`src/rtl/sync_pulse_pkg.sv`:
```
package sync_pulse_pkg;

  // word addresses of the register bank
  localparam int ADR_CTL    = 0;
  localparam int ADR_STAT   = 1;
  localparam int ADR_WIDTH  = 2;
  localparam int ADR_PERIOD = 3;
  localparam int ADR_DELAY  = 4;

  // control field layout
  localparam int CTL_W          = 2;
  localparam int CTL_GLOBAL_BIT = 0;
  localparam int CTL_OUT0_BIT   = 1;

  // sequencer phases
  typedef enum logic [1:0] {
    PH_IDLE   = 2'd0,
    PH_DELAY  = 2'd1,
    PH_ACTIVE = 2'd2
  } phase_t;

endpackage

```
`src/rtl/sync_pulse_regs.sv`:
```
module sync_pulse_regs
  import sync_pulse_pkg::*;
#(
  parameter int DW = 32,
  parameter int AW = 3
) (
  input  logic             clk,
  input  logic             rst_n,
  input  logic             wr_en,
  input  logic [AW-1:0]    wr_addr,
  input  logic [DW-1:0]    wr_data,
  input  logic [AW-1:0]    rd_addr,
  input  logic             rise_evt,
  output logic [CTL_W-1:0] ctl_q,
  output logic [DW-1:0]    width_q,
  output logic [DW-1:0]    period_q,
  output logic [DW-1:0]    delay_q,
  output logic             flag_q,
  output logic             clr_req,
  output logic [DW-1:0]    rd_data
);

  logic hit_ctl, hit_stat, hit_width, hit_period, hit_delay;

  assign hit_ctl    = wr_en && (wr_addr == AW'(ADR_CTL));
  assign hit_stat   = wr_en && (wr_addr == AW'(ADR_STAT));
  assign hit_width  = wr_en && (wr_addr == AW'(ADR_WIDTH));
  assign hit_period = wr_en && (wr_addr == AW'(ADR_PERIOD));
  assign hit_delay  = wr_en && (wr_addr == AW'(ADR_DELAY));

  // write-one-to-clear request on status bit 0
  assign clr_req = hit_stat && wr_data[0];

  always_ff @(posedge clk) begin
    if (!rst_n) begin
      ctl_q    <= '0;
      width_q  <= '0;
      period_q <= '0;
      delay_q  <= '0;
    end else begin
      if (hit_ctl)    ctl_q    <= wr_data[CTL_W-1:0];
      if (hit_width)  width_q  <= wr_data;
      if (hit_period) period_q <= wr_data;
      if (hit_delay)  delay_q  <= wr_data;
    end
  end

  // sticky flag: a launch takes priority over a clear in the same cycle
  always_ff @(posedge clk) begin
    if (!rst_n)        flag_q <= 1'b0;
    else if (rise_evt) flag_q <= 1'b1;
    else if (clr_req)  flag_q <= 1'b0;
  end

  always_comb begin
    rd_data = '0;
    case (rd_addr)
      AW'(ADR_CTL):    rd_data = DW'(ctl_q);
      AW'(ADR_STAT):   rd_data = DW'(flag_q);
      AW'(ADR_WIDTH):  rd_data = width_q;
      AW'(ADR_PERIOD): rd_data = period_q;
      AW'(ADR_DELAY):  rd_data = delay_q;
      default:         rd_data = '0;
    endcase
  end

endmodule

```
`src/rtl/sync_pulse_seq.sv`:
```
module sync_pulse_seq
  import sync_pulse_pkg::*;
#(
  parameter int DW = 32
) (
  input  logic          clk,
  input  logic          rst_n,
  input  logic          sync_en,
  input  logic          cmp_hit,
  input  logic [DW-1:0] width,
  input  logic [DW-1:0] period,
  input  logic [DW-1:0] delay,
  output logic          rise_evt,
  output logic          sync_out
);

  localparam logic [DW-1:0] ONE = DW'(1);

  // width of 0 is treated as a single cycle
  function automatic logic [DW-1:0] eff_width(input logic [DW-1:0] w);
    return (w == '0) ? ONE : w;
  endfunction

  // delay phase is over once the counter has reached the programmed delay
  function automatic logic delay_done(input logic [DW-1:0] r, input logic [DW-1:0] d);
    return r >= d;
  endfunction

  // periodic mode: the cycle that restarts the pulse
  function automatic logic period_wrap(input logic [DW-1:0] r, input logic [DW-1:0] p);
    return (p != '0) && (r >= p - ONE);
  endfunction

  // one-shot mode: last high cycle of the pulse
  function automatic logic width_done(input logic [DW-1:0] r, input logic [DW-1:0] w);
    return r >= eff_width(w) - ONE;
  endfunction

  phase_t        phase_q;
  logic [DW-1:0] run_q;

  logic launch_now, launch_late, launch_again;

  assign launch_now   = sync_en && (phase_q == PH_IDLE) && cmp_hit && (delay == '0);
  assign launch_late  = sync_en && (phase_q == PH_DELAY) && delay_done(run_q, delay);
  assign launch_again = sync_en && (phase_q == PH_ACTIVE) && period_wrap(run_q, period);
  assign rise_evt     = launch_now || launch_late || launch_again;

  always_ff @(posedge clk) begin
    if (!rst_n || !sync_en) begin
      phase_q <= PH_IDLE;
      run_q   <= '0;
    end else begin
      case (phase_q)
        PH_IDLE: begin
          if (cmp_hit) begin
            if (delay == '0) begin
              phase_q <= PH_ACTIVE;
              run_q   <= '0;
            end else begin
              phase_q <= PH_DELAY;
              run_q   <= ONE;
            end
          end
        end
        PH_DELAY: begin
          if (delay_done(run_q, delay)) begin
            phase_q <= PH_ACTIVE;
            run_q   <= '0;
          end else begin
            run_q <= run_q + ONE;
          end
        end
        PH_ACTIVE: begin
          if (period != '0) begin
            run_q <= period_wrap(run_q, period) ? '0 : run_q + ONE;
          end else if (width_done(run_q, width)) begin
            phase_q <= PH_IDLE;
            run_q   <= '0;
          end else begin
            run_q <= run_q + ONE;
          end
        end
        default: begin
          phase_q <= PH_IDLE;
          run_q   <= '0;
        end
      endcase
    end
  end

  // enable gating makes a disable write take effect in the very next cycle
  assign sync_out = sync_en && (phase_q == PH_ACTIVE) && (run_q < eff_width(width));

endmodule

```
`src/rtl/cmp_sync_pulse_gen.sv`:
```
module cmp_sync_pulse_gen
  import sync_pulse_pkg::*;
#(
  parameter int DW = 32,
  parameter int AW = 3
) (
  input  logic          clk,
  input  logic          rst_n,
  input  logic          cmp_hit,
  input  logic          wr_en,
  input  logic [AW-1:0] wr_addr,
  input  logic [DW-1:0] wr_data,
  input  logic [AW-1:0] rd_addr,
  output logic [DW-1:0] rd_data,
  output logic          sync_out,
  output logic          pulse_flag
);

  logic [CTL_W-1:0] ctl_q;
  logic [DW-1:0]    width_q, period_q, delay_q;
  logic             sync_en;
  logic             rise_evt;
  logic             clr_req;

  assign sync_en = ctl_q[CTL_GLOBAL_BIT] && ctl_q[CTL_OUT0_BIT];

  sync_pulse_regs #(.DW(DW), .AW(AW)) u_regs (
    .clk      (clk),
    .rst_n    (rst_n),
    .wr_en    (wr_en),
    .wr_addr  (wr_addr),
    .wr_data  (wr_data),
    .rd_addr  (rd_addr),
    .rise_evt (rise_evt),
    .ctl_q    (ctl_q),
    .width_q  (width_q),
    .period_q (period_q),
    .delay_q  (delay_q),
    .flag_q   (pulse_flag),
    .clr_req  (clr_req),
    .rd_data  (rd_data)
  );

  sync_pulse_seq #(.DW(DW)) u_seq (
    .clk      (clk),
    .rst_n    (rst_n),
    .sync_en  (sync_en),
    .cmp_hit  (cmp_hit),
    .width    (width_q),
    .period   (period_q),
    .delay    (delay_q),
    .rise_evt (rise_evt),
    .sync_out (sync_out)
  );

endmodule

```
`config.mk`:
```
export PLATFORM = sky130hd
export DESIGN_NAME = cmp_sync_pulse_gen
export DESIGN_NICKNAME = d
export VERILOG_FILES = /design/src/rtl/sync_pulse_pkg.sv /design/src/rtl/sync_pulse_regs.sv /design/src/rtl/sync_pulse_seq.sv /design/src/rtl/cmp_sync_pulse_gen.sv
export SDC_FILE = /design/constraint.sdc
export NUM_CORES = 1
export LEC_CHECK = 0
export BUFFER_PORTS_ARGS = -buffer_cell sky130_fd_sc_hd__buf_2
export CAP_MARGIN = 20
export CORE_ASPECT_RATIO = 1.75
export CORE_MARGIN = 2
export CORE_UTILIZATION = 31
export CTS_CLUSTER_SIZE = 16
export DETAILED_ROUTE_END_ITERATION = 16
export GPL_TIMING_DRIVEN = 0
export PLACE_DENSITY = 0.53
export SETUP_SLACK_MARGIN = 0.3
export SYNTH_ARGS = -nofsm -noshare
export SYNTH_HDL_FRONTEND = slang
export SYNTH_SLANG_ARGS = --single-unit
```
`constraint.sdc`:
```
create_clock -name clk -period 5.35 [get_ports clk]
set_input_delay 0.2675 -clock clk [delete_from_list [all_inputs] [get_ports clk]]
set_output_delay 0.2675 -clock clk [all_outputs]
set_load 0.01 [all_outputs]
```
==> results.cfg <==
[synthesis]
synth.distinct_cells = 58
yosys.area.top_type = dfxtp_1
async_reset_ff_frac = 0
synth_fp_nets = 1535
yosysWarnings = 0
ys_top_cells_by_count = nand2_1 (293), dfxtp_1 (133), ha_1 (132), a21boi_0 (97), inv_1 (73)
yosysMostFrequentCell = nand2_1
syn_inst = 1361
synth_edf_count = 0
synth_top_area_share = 0.256
yosysSeqAreaShare = 0.256
ys_dominant_reg_cell = dfxtp_1
synth_top_cells_by_area = dfxtp_1 (26%), ha_1 (16%), nand2_1 (11%)
ys_ff_latch = 133
synth_area_per_cell_um2 = 7.64
synth_area_um2 = 10400

[grt]
grt_util_all_layers = 0.220
gr-total-overflow = 0
grt_pass1_wl_mm = 57.2
first_global_vias = 9905
antenna_found_initial = 0
grt_max_degree = 17

[routing]
wl_per_cell_um = 20.3
first_pass_iters = 6
drc_errors = 0
via_per_inst = 5.42
drtIter0Drc = 634
routed_wl_mm = 38.5
vias = 10300
postRouteAntennaNets = 0

[critical_path]
cp_num_cells = 21
cp_max_fo = 10
critPathCaptureType = flop
cpPeakStageDelay_ns = 0.46
r2r_slack_ns = 0.36
start_kind = flop
reg2reg_depth = 21
worst_ep_arrival_time_ns = 5.32
slowest_stage = or4_4
critical_path_class = flop to flop
worstPathRequired_ns = 5.68
crit_family = simple AND/OR/NAND/NOR gates
critPathBufInv = 3
crit_chain = buf_8 > or3_4 > or4_4 > nor4_4 > a31oi_2 > ha_2 > nand2b_4 > nor4_4 > nand2_2 > nor2_1 > xnor2_1 > ha_1 > nand4_1 > or3_1 > or4_4 > a31oi_4 > nor4b_4 > or3_4 > buf_6 > buf_6 > a32o_1

[sta]
tns_ns = 0
maxSlewHeadroom = 0.328
period_share = 0.932
finalMaxSlewViolations = 0
min_period_ns = 4.99
setup_viol = 0
finalHoldViolations = 0
fmax_mhz = 200
clock_skew_ns = 0.0138
rsz0062_at_grt = true
tightest_slew_ns = 1.01

[floorplan]
design.die.area_um2 = 35100
initial_core_util = 0.315
pin_count = 76
fp-row-count = 88
die_w_um = 142
die_h_um = 246
core_um2 = 33000

[placed_design]
gp_congestion = 0.901
dp_hpwl_mm = 31.1
numPortBuffers = 72

[cts]
cts_buffers = 17
cts-htree-levels = 4
root_buffer = clkbuf_16
clkTransAtPathRegs_ns = 0.06
cts_tree = done
insertion_delay_ns = 0.45
cts_num_sinks = 133
cts_hold_buffers = 0
clockBufferDepth = 2

[hold_path]
hold_path_class = primary input to flop
min_path_cells = 3

[cells_and_area]
nets = 1652
diodes = 0
fin_util = 0.375
fillers = 3526
drive_gt1_frac = 0.142
area_delta_synth_final_pct = 19.2

[power]
swShare = 0.313
p_int_w = 0.00198
power.switching_w = 0.000905
power_leakage_nw = 5.04
power.share.combinational = 0.239
pwr-share-seq = 0.359
ir_drop_mv = 0.231
power.share.clock = 0.403
p_per_area_nw_per_um2 = 233

[flow_run]
drv_cap = 0

[status]
status = completed
-- layout by cell type, fill, tap and decap left out, drive strengths merged, types with 3 or more instances in the layout --
cell type  instances
and2               5
buf              109
inv               76
a21boi            97
nor4              28
a21o              26
nand2            293
a21oi             54
clkinvlp           3
o21ai             65
or2                7
clkbuf            71
xor2               8
or3               26
and3               6
nor2              48
o21a              10
o211ai             5
a31oi              6
nor2b             12
o31ai              4
dfxtp            133
nor3              38
and4               3
nor3b              8
o22ai              6
nand3             32
a211oi            12
ha               132
a2111oi            5
nand2b            14
nand4             28
a32o               3
xnor2             50
or4               10
mux2i             35
-- layer usage --
layer / global-route usage / routed length [µm] / vias up
li1: - / - / 5060
met1: 0.215 / 13600 / 4836
met2: 0.419 / 20700 / 269
met3: 0.0222 / 1080 / 112
met4: 0.163 / 3070 / 0
met5: 0 / 0 / -
-- area by class of cell --
| cell class | instances | area [µm²] | area share |
|---|---|---|---|
| Timing Repair Buffer | 98 | 572 | 0.0461 |
| Multi-Input combinational cell | 1095 | 7490 | 0.604 |
| Sequential cell | 133 | 2690 | 0.217 |
| Clock buffer | 22 | 464 | 0.0374 |
| Tap cell | 405 | 507 | 0.0409 |
| Buffer | 60 | 307 | 0.0247 |
| Inverter | 73 | 274 | 0.0221 |
| Clock inverter | 9 | 96.3 | 0.00777 |
-- metrics by stage --
stage          worst slack, ns  hold slack (ns)  total power, W  cells  area (µm²)
2_1_floorplan            0.386            0.412         0.00147   1361       10400
3_3_place_gp            -0.800            0.494         0.00162   1838       11300
3_5_place_dp            -0.840            0.504         0.00164   1838       11300
4_1_cts                  0.311           0.0814         0.00287   1881       12200
5_1_grt                  0.219           0.0991         0.00302   1895       12400
6_report                 0.362           0.0917         0.00289   1895       12400
-- flip-flops by register name (all words and copies together) (netlist names) --
name	flops
u_regs.delay_q	32
u_regs.period_q	32
u_regs.width_q	32
u_seq.run_q	32
u_regs.ctl_q	2
u_seq.phase_q	2
u_regs.flag_q	1
-- cells by family (layout without fill, tap and decap cells) --
group,after synthesis,after routing,synth area share
mux,35,35,0.0337
flops,133,133,0.256
xor+xnor,58,58,0.0488
fa+ha+maj,132,132,0.159
simple gates,564,564,0.255
compound gates,306,306,0.195
buf+inv,133,262,0.0523
-- what timing repair did --
action                                 CTS  global route
setup endpoints to repair               34            32
pin swaps                               14            28
resized for setup                       56            38
buffers inserted                        12            14
endpoints found under the hold margin    0             0
gates cloned                             0             0
-- worst register-to-register path: cells and delay by family (launching register included) --
family | cells | cell delay [ns]
buf+inv | 3 | 0.40
fa+ha+maj | 2 | 0.53
simple gates | 12 | 2.90
flops | 1 | 0.32
compound gates | 3 | 0.61
xor+xnor | 1 | 0.13
-- power groups by stage --
stage               sequential [W]  combinational (W)  clock, W
finish                     0.00104           0.000689   0.00116
global route               0.00104           0.000764   0.00122
CTS                        0.00104           0.000649   0.00119
detailed placement         0.00106           0.000582         0
global placement           0.00106           0.000569         0
floorplan                  0.00104           0.000425         0
-- path summary, 6_finish.rpt --
kind	startpoint	endpoint
worst max-delay path	u_regs.width_q[25]	u_seq.run_q[3]
worst min-delay path	wr_data[25]	u_regs.width_q[25]
worst max register to register	u_regs.width_q[25]	u_seq.run_q[3]
worst min register to register	u_regs.period_q[3]	u_regs.period_q[3]
No activity file was read; power rests on OpenSTA's default activity.
